`src/rtl/ptc_pkg.sv`:
```
package ptc_pkg;
    parameter int REG_W  = 32;
    parameter int ADDR_W = 3;
    localparam int ACC_W = REG_W;
    localparam int CNT_W = 2 * REG_W;

    localparam logic [ADDR_W-1:0] A_CTRL   = 3'd0;
    localparam logic [ADDR_W-1:0] A_ADDEND = 3'd1;
    localparam logic [ADDR_W-1:0] A_PERIOD = 3'd2;
    localparam logic [ADDR_W-1:0] A_OFF_LO = 3'd3;
    localparam logic [ADDR_W-1:0] A_OFF_HI = 3'd4;

    typedef struct packed {
        logic out_inv;
        logic in_inv;
        logic soft_rst;
        logic enable;
    } ctrl_t;

    localparam int CTRL_W = $bits(ctrl_t);

    typedef struct packed {
        ctrl_t              ctrl;
        logic [REG_W-1:0]   addend;
        logic [REG_W-1:0]   period;
        logic [CNT_W-1:0]   offset;
    } cfg_t;
endpackage

```
`src/rtl/ptc_cfg_regs.sv`:
```
module ptc_cfg_regs
    import ptc_pkg::*;
(
    input  logic              clk,
    input  logic              rst_n,
    input  logic              we_i,
    input  logic [ADDR_W-1:0] addr_i,
    input  logic [REG_W-1:0]  wdata_i,
    output logic [REG_W-1:0]  rdata_o,
    output cfg_t              cfg_o
);
    cfg_t cfg_d, cfg_q;

    always_comb begin
        cfg_d = cfg_q;
        if (we_i) begin
            case (addr_i)
                A_CTRL:   cfg_d.ctrl = ctrl_t'(wdata_i[CTRL_W-1:0]);
                A_ADDEND: cfg_d.addend = wdata_i;
                A_PERIOD: cfg_d.period = wdata_i;
                A_OFF_LO: cfg_d.offset[REG_W-1:0] = wdata_i;
                A_OFF_HI: cfg_d.offset[CNT_W-1:REG_W] = wdata_i;
                default:  cfg_d = cfg_q;
            endcase
        end
    end

    always_comb begin
        case (addr_i)
            A_CTRL:   rdata_o = REG_W'(cfg_q.ctrl);
            A_ADDEND: rdata_o = cfg_q.addend;
            A_PERIOD: rdata_o = cfg_q.period;
            A_OFF_LO: rdata_o = cfg_q.offset[REG_W-1:0];
            A_OFF_HI: rdata_o = cfg_q.offset[CNT_W-1:REG_W];
            default:  rdata_o = '0;
        endcase
    end

    always_ff @(posedge clk or negedge rst_n) begin
        if (!rst_n) begin
            cfg_q        <= '0;
            cfg_q.period <= REG_W'(1);
        end else begin
            cfg_q <= cfg_d;
        end
    end

    assign cfg_o = cfg_q;

    // registers move only on a write
    p_cfg_stable_r10: assert property (@(posedge clk) disable iff (!rst_n)
        !we_i |=> $stable(cfg_q));
endmodule

```
`src/rtl/ptc_edge_sel.sv`:
```
module ptc_edge_sel #(
    parameter int SYNC_STAGES = 2
) (
    input  logic clk,
    input  logic rst_n,
    input  logic ref_i,
    input  logic in_inv_i,
    input  logic enable_i,
    output logic event_o
);
    localparam int CHAIN_W = SYNC_STAGES + 1;

    typedef struct packed {
        logic [CHAIN_W-1:0] chain;
    } edge_st_t;

    edge_st_t st_d, st_q;
    logic     lvl_now, lvl_old;

    always_comb begin
        st_d = st_q;
        st_d.chain = {st_q.chain[CHAIN_W-2:0], ref_i};
    end

    always_ff @(posedge clk or negedge rst_n) begin
        if (!rst_n) st_q <= '0;
        else        st_q <= st_d;
    end

    generate
        if (SYNC_STAGES >= 2) begin : g_sync
            assign lvl_now = st_q.chain[SYNC_STAGES-1];
            assign lvl_old = st_q.chain[SYNC_STAGES];
        end else begin : g_nosync
            assign lvl_now = st_q.chain[0];
            assign lvl_old = st_q.chain[1];
        end
    endgenerate

    assign event_o = enable_i &&
                     (in_inv_i ? (lvl_old && !lvl_now) : (lvl_now && !lvl_old));
endmodule

```
`src/rtl/ptc_accum.sv`:
```
module ptc_accum
    import ptc_pkg::*;
(
    input  logic             clk,
    input  logic             rst_n,
    input  logic             srst_i,
    input  logic             event_i,
    input  logic [REG_W-1:0] addend_i,
    input  logic [REG_W-1:0] period_i,
    output logic [CNT_W-1:0] cnt_o,
    output logic             adv_o
);
    typedef struct packed {
        logic [ACC_W-1:0] acc;
        logic [CNT_W-1:0] cnt;
        logic             adv;
    } acc_st_t;

    acc_st_t          st_d, st_q;
    logic [ACC_W:0]   sum_w;
    logic [CNT_W-1:0] step_w;

    always_comb begin
        sum_w  = {1'b0, st_q.acc} + {1'b0, addend_i};
        step_w = (period_i == '0) ? CNT_W'(1) : CNT_W'(period_i);
        st_d     = st_q;
        st_d.adv = 1'b0;
        if (srst_i) begin
            st_d = '0;
        end else if (event_i) begin
            st_d.acc = sum_w[ACC_W-1:0];
            st_d.adv = sum_w[ACC_W];
            if (sum_w[ACC_W]) st_d.cnt = st_q.cnt + step_w;
        end
    end

    always_ff @(posedge clk or negedge rst_n) begin
        if (!rst_n) st_q <= '0;
        else        st_q <= st_d;
    end

    assign cnt_o = st_q.cnt;
    assign adv_o = st_q.adv;

    // soft reset holds timing state at zero
    p_srst_clear_r6: assert property (@(posedge clk) disable iff (!rst_n)
        srst_i |=> (st_q.cnt == '0 && st_q.acc == '0 && !st_q.adv));
    // a strobe only follows a reference event
    p_adv_needs_event_r2: assert property (@(posedge clk) disable iff (!rst_n)
        st_q.adv |-> $past(event_i));
    // counter moves by the step on an advance
    p_cnt_step_r3: assert property (@(posedge clk) disable iff (!rst_n)
        st_q.adv |-> st_q.cnt == $past(st_q.cnt) + $past(step_w));
    // counter holds without an advance
    p_cnt_hold_r3: assert property (@(posedge clk) disable iff (!rst_n)
        (!st_q.adv && !$past(srst_i)) |-> $stable(st_q.cnt));
    // accumulator idle without an event
    p_acc_idle_r9: assert property (@(posedge clk) disable iff (!rst_n)
        (!event_i && !srst_i) |=> $stable(st_q.acc));
endmodule

```
`src/rtl/ptc_time_out.sv`:
```
module ptc_time_out
    import ptc_pkg::*;
(
    input  logic             clk,
    input  logic             rst_n,
    input  logic             srst_i,
    input  logic             adv_i,
    input  logic             out_inv_i,
    input  logic [CNT_W-1:0] cnt_i,
    input  logic [CNT_W-1:0] offset_i,
    output logic [CNT_W-1:0] time_o,
    output logic             gen_clk_o
);
    typedef struct packed {
        logic tog;
    } out_st_t;

    out_st_t st_d, st_q;

    always_comb begin
        st_d = st_q;
        if (srst_i)     st_d.tog = 1'b0;
        else if (adv_i) st_d.tog = !st_q.tog;
    end

    always_ff @(posedge clk or negedge rst_n) begin
        if (!rst_n) st_q <= '0;
        else        st_q <= st_d;
    end

    assign time_o    = cnt_i + offset_i;
    assign gen_clk_o = st_q.tog ^ out_inv_i;

    // toggle flips once per advance
    p_gen_toggle_r8: assert property (@(posedge clk) disable iff (!rst_n)
        (adv_i && !srst_i) |=> st_q.tog != $past(st_q.tog));
endmodule

```
`src/rtl/ptc_top.sv`:
```
module ptc_top
    import ptc_pkg::*;
#(
    parameter int SYNC_STAGES = 2
) (
    input  logic              clk,
    input  logic              rst_n,
    input  logic              cfg_we,
    input  logic [ADDR_W-1:0] cfg_addr,
    input  logic [REG_W-1:0]  cfg_wdata,
    output logic [REG_W-1:0]  cfg_rdata,
    input  logic              ref_clk_in,
    output logic [CNT_W-1:0]  time_now,
    output logic              adv_strobe,
    output logic              gen_clk_out
);
    cfg_t             cfg;
    logic             ref_event;
    logic [CNT_W-1:0] raw_cnt;

    ptc_cfg_regs u_regs (
        .clk     (clk),
        .rst_n   (rst_n),
        .we_i    (cfg_we),
        .addr_i  (cfg_addr),
        .wdata_i (cfg_wdata),
        .rdata_o (cfg_rdata),
        .cfg_o   (cfg)
    );

    ptc_edge_sel #(.SYNC_STAGES(SYNC_STAGES)) u_edge (
        .clk      (clk),
        .rst_n    (rst_n),
        .ref_i    (ref_clk_in),
        .in_inv_i (cfg.ctrl.in_inv),
        .enable_i (cfg.ctrl.enable),
        .event_o  (ref_event)
    );

    ptc_accum u_acc (
        .clk      (clk),
        .rst_n    (rst_n),
        .srst_i   (cfg.ctrl.soft_rst),
        .event_i  (ref_event),
        .addend_i (cfg.addend),
        .period_i (cfg.period),
        .cnt_o    (raw_cnt),
        .adv_o    (adv_strobe)
    );

    ptc_time_out u_out (
        .clk       (clk),
        .rst_n     (rst_n),
        .srst_i    (cfg.ctrl.soft_rst),
        .adv_i     (adv_strobe),
        .out_inv_i (cfg.ctrl.out_inv),
        .cnt_i     (raw_cnt),
        .offset_i  (cfg.offset),
        .time_o    (time_now),
        .gen_clk_o (gen_clk_out)
    );
endmodule

```
`config.mk`:
```
export PLATFORM = sky130hd
export DESIGN_NAME = ptc_top
export DESIGN_NICKNAME = d
export VERILOG_FILES = /design/src/rtl/ptc_pkg.sv /design/src/rtl/ptc_cfg_regs.sv /design/src/rtl/ptc_edge_sel.sv /design/src/rtl/ptc_accum.sv /design/src/rtl/ptc_time_out.sv /design/src/rtl/ptc_top.sv
export SDC_FILE = /design/constraint.sdc
export NUM_CORES = 1
export LEC_CHECK = 0
export ABC_AREA = 1
export BUFFER_PORTS_ARGS = -buffer_cell sky130_fd_sc_hd__buf_2
export CAP_MARGIN = 20
export CORE_MARGIN = 2
export CORE_UTILIZATION = 25
export CTS_CLUSTER_SIZE = 8
export DETAILED_ROUTE_END_ITERATION = 10
export GPL_ROUTABILITY_DRIVEN = 0
export PLACE_DENSITY = 0.38
export SYNTH_ARGS = -nofsm -noshare
export SYNTH_HDL_FRONTEND = slang
export SYNTH_HIERARCHICAL = 1
export SYNTH_SLANG_ARGS = --single-unit
```
`constraint.sdc`:
```
create_clock -name clk -period 3.7 [get_ports clk]
set_input_delay 0.185 -clock clk [delete_from_list [all_inputs] [get_ports clk]]
set_output_delay 0.185 -clock clk [all_outputs]
set_load 0.02 [all_outputs]
```
==> impl_metrics.env <==
export IMPL_outcome="finished, final reports clean"
export IMPL_final_nets=3932
export IMPL_yosysMostFrequentCell="nand2_1"
export IMPL_rsz0062_at_grt="no"
export IMPL_arrival_ns=3.19
export IMPL_grt_use_total_pct=22.60
export IMPL_route_detailed_drc=0
export IMPL_synth_nets=3861
export IMPL_synth_distinct_cells=47
export IMPL_final_util_pct=28.51
export IMPL_rows=108
export IMPL_path_clk_slew_ns=0.05
export IMPL_ios=137
export IMPL_crit_start="u_acc/cnt_o[0]"
export IMPL_synth_edf_count=0
export IMPL_finClkSkew_ns=0.03466
export IMPL_syn_inst=3692
export IMPL_worstPathRequired_ns=3.51
export IMPL_report_power_total_mw=9.558
export IMPL_place_ws_ns=0.3763
export IMPL_synth_seq_area_share_pct=26.52
export IMPL_synth_seq_cells=233
export IMPL_antenna_cells=0
export IMPL_routed_wl_mm=102.5
export IMPL_worstMarginPinSlew_ns=0.8467
export IMPL_async_flop_share_pct=100.0
export IMPL_drive_gt1_share_pct=7.870
export IMPL_vias=23060
export IMPL_grt_pass1_wl_mm=150.5
export IMPL_grt_overflow_total=0
export IMPL_powerDensity_nw_per_um2=385.2
export IMPL_postRouteAntennaNets=0
export IMPL_finalSetupViolations=0
export IMPL_r2r_start="u_regs/cfg_o[80]"
export IMPL_synth_top_cells_by_count="nand2_1, inv_1, nor2_1"
export IMPL_yosys_area_top_type="dfrtp_1"
export IMPL_synth_area_leaders="dfrtp_1, nand2_1, inv_1, ha_1, nor2_1"
export IMPL_io_buffers=136
export IMPL_core_um2=87020
export IMPL_die_x_um=300.6
export IMPL_path_max_fanout=4
export IMPL_cts_tree="built"
export IMPL_layout_min_cycle_time_ns=3.373
export IMPL_cp_end_kind="output pin"
export IMPL_drtIter0Drc=1697
export IMPL_cts_max_level=2
export IMPL_leakage_nw=13.90
export IMPL_hold_class="in2reg"
export IMPL_ys_warn_count=6
export IMPL_grt_pass1_vias=22440
export IMPL_start_util_pct=25.27
export IMPL_avgSynthCellArea_um2=5.957
export IMPL_ir_worst_vdd_uv=239.0
export IMPL_synthFlopType="dfrtp_1"
export IMPL_synth_top_area_share_pct=26.40
export IMPL_crit_end="time_now[62]"
export IMPL_slew_violations=0
export IMPL_ctsLongestPathBuffers=3
export IMPL_crit_type="reg2out"
export IMPL_firstDrtPassIters=5
export IMPL_start_kind="flip-flop"
export IMPL_rr_endpoint="u_acc/cnt_o[48]"
export IMPL_clkLatencyLatePin_ns=0.56
export IMPL_wl_per_cell_um=20.80
export IMPL_cap_viol_max_count=0
export IMPL_tritoncts_num_buffers=35
export IMPL_fin_crit_sh_pct=91.17
export IMPL_die_area_um2=90360
export IMPL_hold_path_depth=3
export IMPL_finalSetupTns_ns=0
export IMPL_hpwl_mm=85.95
export IMPL_antenna_found_initial=3
export IMPL_syn_to_final_growth_pct=12.81
export IMPL_clock_sinks=233
export IMPL_via_per_inst=4.679
export IMPL_relSlewSlack_pct=43.42
export IMPL_r2r_slack_ns=0.39
export IMPL_clockRootBuffer="clkbuf_16"
export IMPL_grt_start_max_net_pins=86
export IMPL_finalHoldViolCount=0
export IMPL_synth_area_um2=21990
export IMPL_rr_worst_depth=21
export IMPL_fmax_ghz=0.2965
export IMPL_die_y_um=300.6
export IMPL_worst_slack_ns=0.3268
## cell usage in the layout, fill, tap and decap left out, drive strengths merged
| cell | synthesis | layout |
|---|---|---|
| nand3b | 6 | 6 |
| nor4 | 12 | 12 |
| nand3 | 231 | 231 |
| dlygate4sd3 | 0 | 34 |
| o21ai | 209 | 209 |
| dfstp | 1 | 1 |
| inv | 584 | 584 |
| and2 | 1 | 1 |
| clkinv | 1 | 4 |
| fa | 3 | 3 |
| xnor2 | 27 | 27 |
| nor3 | 36 | 36 |
| o21bai | 12 | 12 |
| nand4 | 66 | 66 |
| nor2 | 337 | 337 |
| nor3b | 1 | 1 |
| dfrtp | 232 | 232 |
| ha | 127 | 127 |
| xor2 | 37 | 37 |
| a21boi | 2 | 2 |
| or2 | 4 | 4 |
| a21oi | 131 | 131 |
| buf | 100 | 166 |
| a21o | 4 | 4 |
| a22o | 2 | 2 |
| o21a | 4 | 4 |
| clkbuf | 66 | 45 |
| and3 | 2 | 2 |
| o31ai | 2 | 2 |
| o22ai | 1 | 1 |
| nand2 | 1451 | 1451 |
## cell families (layout without fill, tap and decap cells)
group,Yosys count,in the layout,synth area share [%]
buffers and inverters,751,833,14.23
adders and majority gates,130,130,7.498
and+or+nand+nor,2147,2147,40.37
xor gates and xnor gates,64,64,2.549
AOI/OAI and AO/OA,367,367,8.835
DFF,233,233,26.52
## state kept, by name (all words and copies together) (netlist names)
register	count
u_edge/st_q	3
u_acc/st_q	32
u_regs/cfg_o	132
u_out/st_q	1
u_acc/cnt_o	64
u_acc/adv_o	1
## critical path: stages, from the launching register on
cell     delay (ns)
dfrtp_1        0.43
ha_1           0.34
fa_1           0.50
nand3_1        0.14
nand3_2        0.13
nand2_1        0.09
nand2_1        0.13
nand2_1        0.09
nand2_1        0.10
nand2_1        0.11
nand2_2        0.14
nand2_1        0.12
nand2_1        0.05
nand2_1        0.06
nand2_1        0.05
buf_2          0.15
## what timing repair did
action	in CTS	in global routing
hold buffers	34	0
buffers inserted	0	0
endpoints found under the hold margin	134	0
setup endpoints to repair	0	2
gates resized for setup	0	2
## area by class of cell
class / count / area [um^2]
tap: 1155 / 1445
timing repair buffer: 200 / 1319
fill: 10000 / 62210
sequential: 233 / 5832
inverter: 585 / 2198
clock inverter: 3 / 37.54
clock buffer: 45 / 913.4
multi-input combinational: 2708 / 13070
## power breakdown
group	internal (mW)	switching, mW	total [mW]
registers	2.91	0.566	3.47
logic	0.978	2.11	3.09
clock network	1.72	1.28	3.00
## per-layer routing
layer / vias to the layer above / GRT usage (%) / part of all wire [%]
li1: 11540 / - / -
met1: 10830 / 30.97 / 47
met2: 590 / 37.85 / 46
met3: 93 / 2.843 / 5.0
met4: 4 / 4.928 / 2.2
met5: - / 0 / 0.024
## stage by stage
stage | cell area (um^2) | hold slack (ns) | cells
floorplan | 21990 | -0.1106 | 3692
global placement | 23510 | 0.2827 | 4847
detailed placement | 23510 | 0.2892 | 4847
CTS | 24800 | 0.1518 | 4929
global route | 24810 | 0.1620 | 4929
finish | 24810 | 0.1750 | 4929
## worst min path at each step
stage | slack [ns] | start | endpoint
final | 0.18 | cfg_we | u_regs/cfg_o[96]
after global routing | 0.16 | cfg_we | u_regs/cfg_o[96]
after CTS | 0.15 | cfg_we | u_regs/cfg_o[96]
after detailed placement | 0.29 | rst_n | u_acc/cnt_o[62]
after global placement | 0.28 | rst_n | u_acc/cnt_o[62]
after floorplan | -0.11 | rst_n | u_acc/adv_o
Power figures use the tool's default switching activity.
